File: src/rtl/dmaseq_pkg.sv
package dmaseq_pkg;

    typedef enum logic [1:0] {
        XM_SINGLE = 2'd0,
        XM_BLOCK  = 2'd1,
        XM_DEMAND = 2'd2,
        XM_SPARE  = 2'd3
    } xmode_e;

    typedef enum logic [2:0] {
        S_IDLE,
        S_HOLD,
        S_XFER,
        S_STEP,
        S_FREE
    } seq_state_e;

endpackage

File: src/rtl/dmaseq_arb.sv
// Fixed-priority pick: lowest eligible index wins.
module dmaseq_arb #(
    parameter int NCH = 4,
    parameter int IW  = 2
) (
    input  logic [NCH-1:0] elig,
    output logic           any,
    output logic [IW-1:0]  idx
);
    always_comb begin
        any = 1'b0;
        idx = '0;
        for (int i = NCH - 1; i >= 0; i--) begin
            if (elig[i]) begin
                any = 1'b1;
                idx = IW'(i);
            end
        end
    end
endmodule

File: src/rtl/dmaseq_chan.sv
// Working address/count for one channel, with arm flag and reload.
module dmaseq_chan #(
    parameter int AW = 16,
    parameter int CW = 16
) (
    input  logic          clk,
    input  logic          rst_n,
    input  logic          load,
    input  logic          adv,
    input  logic          auto_en,
    input  logic [AW-1:0] base_addr,
    input  logic [CW-1:0] base_cnt,
    output logic [AW-1:0] cur_addr,
    output logic          armed,
    output logic          at_tc
);
    logic [CW-1:0] cur_cnt;

    assign at_tc = (cur_cnt == '0);

    always_ff @(posedge clk or negedge rst_n) begin
        if (!rst_n) begin
            cur_addr <= '0;
            cur_cnt  <= '0;
            armed    <= 1'b0;
        end else if (load) begin
            cur_addr <= base_addr;
            cur_cnt  <= base_cnt;
            armed    <= 1'b1;
        end else if (adv) begin
            if (at_tc && auto_en) begin
                cur_addr <= base_addr;
                cur_cnt  <= base_cnt;
            end else begin
                cur_addr <= cur_addr + 1'b1;
                cur_cnt  <= cur_cnt - 1'b1;
                if (at_tc) armed <= 1'b0;
            end
        end
    end
endmodule

File: src/rtl/dmaseq_top.sv
module dmaseq_top
    import dmaseq_pkg::*;
#(
    parameter int NCH = 4,
    parameter int AW  = 16,
    parameter int CW  = 16
) (
    input  logic              clk,
    input  logic              rst_n,
    input  logic [NCH-1:0]    req,
    output logic [NCH-1:0]    ack_n,
    output logic              hold_req,
    input  logic              hold_ack,
    input  logic              rdy,
    input  logic [NCH-1:0]    chan_load,
    input  logic [NCH-1:0]    chan_mask,
    input  logic [NCH-1:0]    chan_auto,
    input  logic [NCH-1:0]    chan_dir,
    input  logic [2*NCH-1:0]  chan_mode,
    input  logic [NCH*AW-1:0] base_addr,
    input  logic [NCH*CW-1:0] base_cnt,
    output logic              bus_oe,
    output logic [AW-1:0]     addr_out,
    output logic              memr_n,
    output logic              memw_n,
    output logic              ior_n,
    output logic              iow_n,
    output logic              eop
);
    localparam int IW = (NCH > 1) ? $clog2(NCH) : 1;

    seq_state_e    state, nstate;
    logic [IW-1:0] ch, win;
    logic          any, last_tc;
    logic [AW-1:0] cur_addr [NCH];
    logic [NCH-1:0] armed, at_tc, adv, elig;
    xmode_e        mode_sel;

    for (genvar g = 0; g < NCH; g++) begin : g_chan
        dmaseq_chan #(.AW(AW), .CW(CW)) u_chan (
            .clk       (clk),
            .rst_n     (rst_n),
            .load      (chan_load[g]),
            .adv       (adv[g]),
            .auto_en   (chan_auto[g]),
            .base_addr (base_addr[g*AW +: AW]),
            .base_cnt  (base_cnt[g*CW +: CW]),
            .cur_addr  (cur_addr[g]),
            .armed     (armed[g]),
            .at_tc     (at_tc[g])
        );
    end

    assign elig = req & ~chan_mask & armed;

    dmaseq_arb #(.NCH(NCH), .IW(IW)) u_arb (
        .elig (elig),
        .any  (any),
        .idx  (win)
    );

    assign mode_sel = xmode_e'(chan_mode[{ch, 1'b0} +: 2]);

    // State register and per-run bookkeeping
    always_ff @(posedge clk or negedge rst_n) begin
        if (!rst_n) begin
            state   <= S_IDLE;
            ch      <= '0;
            last_tc <= 1'b0;
        end else begin
            state <= nstate;
            if (state == S_IDLE && any) ch <= win;
            if (state == S_XFER && rdy) last_tc <= at_tc[ch];
        end
    end

    // Next-state decision
    always_comb begin
        nstate = state;
        unique case (state)
            S_IDLE: if (any) nstate = S_HOLD;
            S_HOLD: if (hold_ack) nstate = S_XFER;
            S_XFER: if (rdy) nstate = S_STEP;
            S_STEP: begin
                if (last_tc) begin
                    nstate = S_FREE;
                end else begin
                    unique case (mode_sel)
                        XM_BLOCK:  nstate = S_XFER;
                        XM_DEMAND: nstate = req[ch] ? S_XFER : S_FREE;
                        default:   nstate = S_FREE;
                    endcase
                end
            end
            S_FREE: nstate = S_IDLE;
            default: nstate = S_IDLE;
        endcase
    end

    // Outputs decoded from state
    always_comb begin
        hold_req = 1'b0;
        bus_oe   = 1'b0;
        addr_out = '0;
        memr_n   = 1'b1;
        memw_n   = 1'b1;
        ior_n    = 1'b1;
        iow_n    = 1'b1;
        eop      = 1'b0;
        ack_n    = '1;
        adv      = '0;
        unique case (state)
            S_IDLE: ;
            S_HOLD, S_FREE: hold_req = 1'b1;
            S_STEP: begin
                hold_req = 1'b1;
                bus_oe   = 1'b1;
                addr_out = cur_addr[ch];
            end
            S_XFER: begin
                hold_req  = 1'b1;
                bus_oe    = 1'b1;
                addr_out  = cur_addr[ch];
                ack_n[ch] = 1'b0;
                eop       = at_tc[ch];
                adv[ch]   = rdy;
                if (chan_dir[ch]) begin
                    memr_n = 1'b0;
                    iow_n  = 1'b0;
                end else begin
                    memw_n = 1'b0;
                    ior_n  = 1'b0;
                end
            end
            default: ;
        endcase
    end
endmodule

File: config.mk
export PLATFORM = sky130hd
export DESIGN_NAME = dmaseq_top
export DESIGN_NICKNAME = d
export VERILOG_FILES = /design/src/rtl/dmaseq_pkg.sv /design/src/rtl/dmaseq_arb.sv /design/src/rtl/dmaseq_chan.sv /design/src/rtl/dmaseq_top.sv
export SDC_FILE = /design/constraint.sdc
export NUM_CORES = 1
export LEC_CHECK = 0
export BUFFER_PORTS_ARGS = -buffer_cell sky130_fd_sc_hd__buf_2
export CORE_MARGIN = 5
export CORE_UTILIZATION = 51
export CTS_CLUSTER_DIAMETER = 50
export DETAILED_ROUTE_END_ITERATION = 7
export HOLD_SLACK_MARGIN = 0.05
export PLACE_DENSITY = 0.78
export SYNTH_ARGS = -nofsm -noshare
export SYNTH_HDL_FRONTEND = slang
export SYNTH_SLANG_ARGS = --single-unit
File: constraint.sdc
create_clock -name clk -period 2.3 [get_ports clk]
set_clock_uncertainty 0.1 [all_clocks]
set_input_delay 0.46 -clock clk [delete_from_list [all_inputs] [get_ports clk]]
set_output_delay 0.46 -clock clk [all_outputs]
set_load 0.01 [all_outputs]
==> metrics.csv <==
stage,metric,value,unit
hold_path,min_path_cells,3,
routing,drt-total-wl,34100,um
worst_setup_path,path_class,reg -> out,
routing,vias,10818,
worst_setup_path,crit_arrival,2.39,ns
yosys,synth_top_area_cell,dfrtp_1,
placed_design,port_buffers,186,
worst_setup_path,crit_fanout,2,
grt,grt_pass1_vias,10721,
hold_path,hold_end,g_chan[0].u_chan.cur_cnt[15]$_DFFE_PN0P_,
hold_path,hold_path.startpoint,base_cnt[15],
timing,fmax,339,MHz
yosys,synth_fa_ha_area_share,1.83,%
status,status,"finished, violations left",
worst_setup_path,timing.rr.end,g_chan[1].u_chan.cur_addr[15]$_DFFE_PN0P_,
yosys,yosysWarnings,0,
routing,drc,0,
yosys,ys_async_sr_fraction,100,%
status,failed_checks,setup timing,
grt,grt_pass1_wl,53500,um
yosys,post_synth_instance_area,9550,um^2
yosys,synth_top_family_by_area,simple AND/OR/NAND/NOR gates,
run,drv_cap,0,
routing,dr.pass1.iters,8,
finish,area_delta_synth_final,37.7,%
finish,finalNonFillerCells,1696,
floorplan,rows,50,
timing,worst_slack,-0.649,ns
finish,fin_util,70.8,%
pwr,power_frac_seq,33.9,%
yosys,synth.distinct_cells,69,
floorplan,die_y,147,um
yosys,synth_compound_area_share,21.8,%
cts,cts_buffers,17,
grt,antenna_found_initial,0,
yosys,syn-num-nets,1292,
timing,rsz0062_at_grt,true,
floorplan,die-area,21600,um^2
cts,root_buffer,clkbuf_16,
pwr,power_frac_clock,25.6,%
routing,drt_iter0_markers,1327,
yosys,synth-edff-count,0,
timing,fin_crit_sh,128,%
yosys,synthMuxAreaShare,9.20,%
yosys,synthCells,1118,
worst_setup_path,reg2reg_depth,15,
floorplan,core-area,18600,um^2
timing,slew_violations,0,
grt,grt_max_degree,56,
yosys,yosysTopAreaCellShare,36.2,%
worst_setup_path,reg2reg_slack,-0.55,ns
floorplan,start_util,51.4,%
grt,grt_use_total,30.4,%
routing,post_drt_wl_per_cell,20.1,um
yosys,synthXorXnorAreaFrac,0,%
yosys,yosysSeqAreaShare,36.2,%
worst_setup_path,endpoint_kind,output pin,
pwr,power_frac_comb,40.5,%
timing,worst_pin_slew,0.499,ns
pwr,sw_frac_of_total,36.4,%
worst_setup_path,required,1.74,ns
pwr,p_leak,5.66,nW
hold_path,hold_path_class,in -> reg,
routing,postRouteAntennaNets,0,
cts,cts_sinks,138,
floorplan,dieWidth,147,um
routing,vias_per_cell,6.38,
timing,period_needed,2.95,ns
timing,setup_viol,53,
cts,cts_buffer_depth,2,
yosys,synth.ff_latch_count,138,
timing,slew-limit-headroom,66.4,%
yosys,synthFlopType,dfrtp_1,
worst_setup_path,cp-start-kind,register,
finish,drive_above_1_share,35.8,%
finish,n_antenna_cell,0,
pwr,p_int,6.65,mW
placed_design,dp.cells,1637,
cts,clkLatencyLatePin,0.43,ns
pwr,switching_power,3.81,mW
cts,clkTransAtPathRegs,0.06,ns
worst_setup_path,r2r_start,g_chan[1].u_chan.cur_cnt[0]$_DFFE_PN0P_,
yosys,synthSimpleGateAreaFrac,26.0,%
cts,cts.htree.levels,4,
placed_design,place.gp.congestion,0.959,
pwr,peakVddDrop,0.000556,V
yosys,synth.area.top_cells,"dfrtp_1 (36%), mux4_2 (4.7%), nand3_1 (4.6%), a21oi_1 (4.5%), nand2_1 (4.1%)",
finish,num-fill-cells,1448,
pwr,power_density,795,nW/um^2
grt,gr-total-overflow,0,
finish,nNetsFinal,1627,
timing,hold_viol,0,
placed_design,place_hpwl,24300,um
yosys,avgSynthCellArea,8.54,um^2
floorplan,io_pins,187,
cts,cts_tree,done,
==> worst max-delay path by stage <==
stage | slack [ns] | endpoint | from | cells after the start
floorplan | -0.14 | eop | g_chan[1].u_chan.cur_cnt[4]$_DFFE_PN0P_ | 7
CTS | -0.62 | eop | g_chan[1].u_chan.cur_cnt[4]$_DFFE_PN0P_ | 6
global placement | -0.29 | eop | g_chan[1].u_chan.cur_cnt[4]$_DFFE_PN0P_ | 6
global route | -0.73 | eop | g_chan[1].u_chan.cur_cnt[4]$_DFFE_PN0P_ | 6
finish | -0.65 | eop | g_chan[1].u_chan.cur_cnt[4]$_DFFE_PN0P_ | 6
detailed placement | -0.29 | eop | g_chan[1].u_chan.cur_cnt[4]$_DFFE_PN0P_ | 6
==> layout make-up <==
| class | instances | area (um^2) | area share [%] |
|---|---|---|---|
| clock inverters | 2 | 35.0 | 0.266 |
| flip-flops and latches | 138 | 3460 | 26.3 |
| repair buffers | 389 | 2670 | 20.3 |
| inverters | 42 | 158 | 1.20 |
| multi-input cells | 865 | 6020 | 45.8 |
| clock buffers | 26 | 519 | 3.95 |
| well taps | 234 | 293 | 2.23 |
==> Yosys cell counts, types with 6 or more instances <==
cell	instances
or4_1	13
and3_1	23
nand4_1	24
inv_1	42
buf_1	6
a21oi_1	85
nor3b_1	7
a22oi_1	13
and4_1	6
nor4_1	23
nor2_1	69
and2_1	23
o31a_1	8
nor3_1	45
a32oi_1	6
a211oi_1	10
nand3_1	88
o211ai_1	7
a31oi_1	11
mux2i_1	18
or3_1	14
mux2_2	18
dfrtp_1	138
nor4b_1	9
o311ai_0	11
clkbuf_1	53
buf_2	13
ha_1	14
o22a_1	31
mux4_2	20
o21ai_0	67
nand2_1	105
==> repair_timing <==
action,4_1_cts,5_1_grt
gates cloned,4,2
hold endpoints to repair,35,0
hold buffers,1,0
setup buffers,11,15
pin swaps,13,23
resized for setup,42,66
setup endpoints to repair,92,110
==> critical path, stage by stage, from the launching register on <==
cell	delay (ns)
dfrtp_1	0.40
or4_4	0.54
and4bb_4	0.39
mux2i_2	0.10
a22o_1	0.21
nor3_2	0.15
buf_2	0.16
==> per-layer routing <==
| layer | share of wire [%] | up-vias | GRT usage [%] |
|---|---|---|---|
| met4 | 4.8 | 0 | 14.9 |
| met1 | 39 | 5154 | 38.8 |
| met5 | 0 | - | 0 |
| met2 | 47 | 579 | 48.5 |
| met3 | 8.9 | 141 | 7.40 |
| li1 | - | 4944 | - |
==> flip-flops by register name, indices dropped and copies added, names as in the netlist <==
signal	count
g_chan.u_chan.armed	4
g_chan.u_chan.cur_addr	64
g_chan.u_chan.cur_cnt	64
last_tc	1
ch	2
state	3
==> cell families (layout without fill, tap and decap cells) <==
logic type,after synthesis,in the layout
AND/OR/NAND/NOR,477,477
AO/OA/AOI/OAI,311,314
flip-flops,138,138
buffers and inverters,118,459
multiplexers,60,60
adder cells (fa/ha/maj),14,14
==> power groups by stage <==
stage	combinational [mW]	sequential, mW	clock [mW]
detailed placement	3.91	3.51	0
finish	4.23	3.54	2.68
global placement	3.81	3.48	0
global route	4.58	3.60	2.80
CTS	4.00	3.49	2.68
floorplan	2.30	3.32	0
==> cell usage in the layout, fill, tap and decap left out, types with 18 or more instances in the layout <==
master,n
inv_1,36
nor2_1,68
and2_1,22
nand4_1,24
buf_2,185
clkbuf_16,18
mux4_2,20
a21oi_1,77
and3_1,23
o21ai_0,54
buf_6,22
nand3_1,88
mux2_2,18
nor3_1,40
dfrtp_1,136
nand2_1,104
nor4_1,22
buf_4,170
o22a_1,31
==> per-stage QoR <==
stage	power, mW	hold WS (ns)	TNS (ns)	setup slack, ns	area, um^2
after global placement	7.30	0.298	-6.96	-0.291	11900
after detailed placement	7.42	0.299	-9.08	-0.285	11900
after global routing	11.0	0.168	-23.18	-0.727	13100
after floorplan	5.63	0.0644	-0.981	-0.139	9570
final	10.5	0.150	-19.13	-0.649	13100
after CTS	10.2	0.146	-6.50	-0.619	12800
No activity file was read; power rests on OpenSTA's default activity.
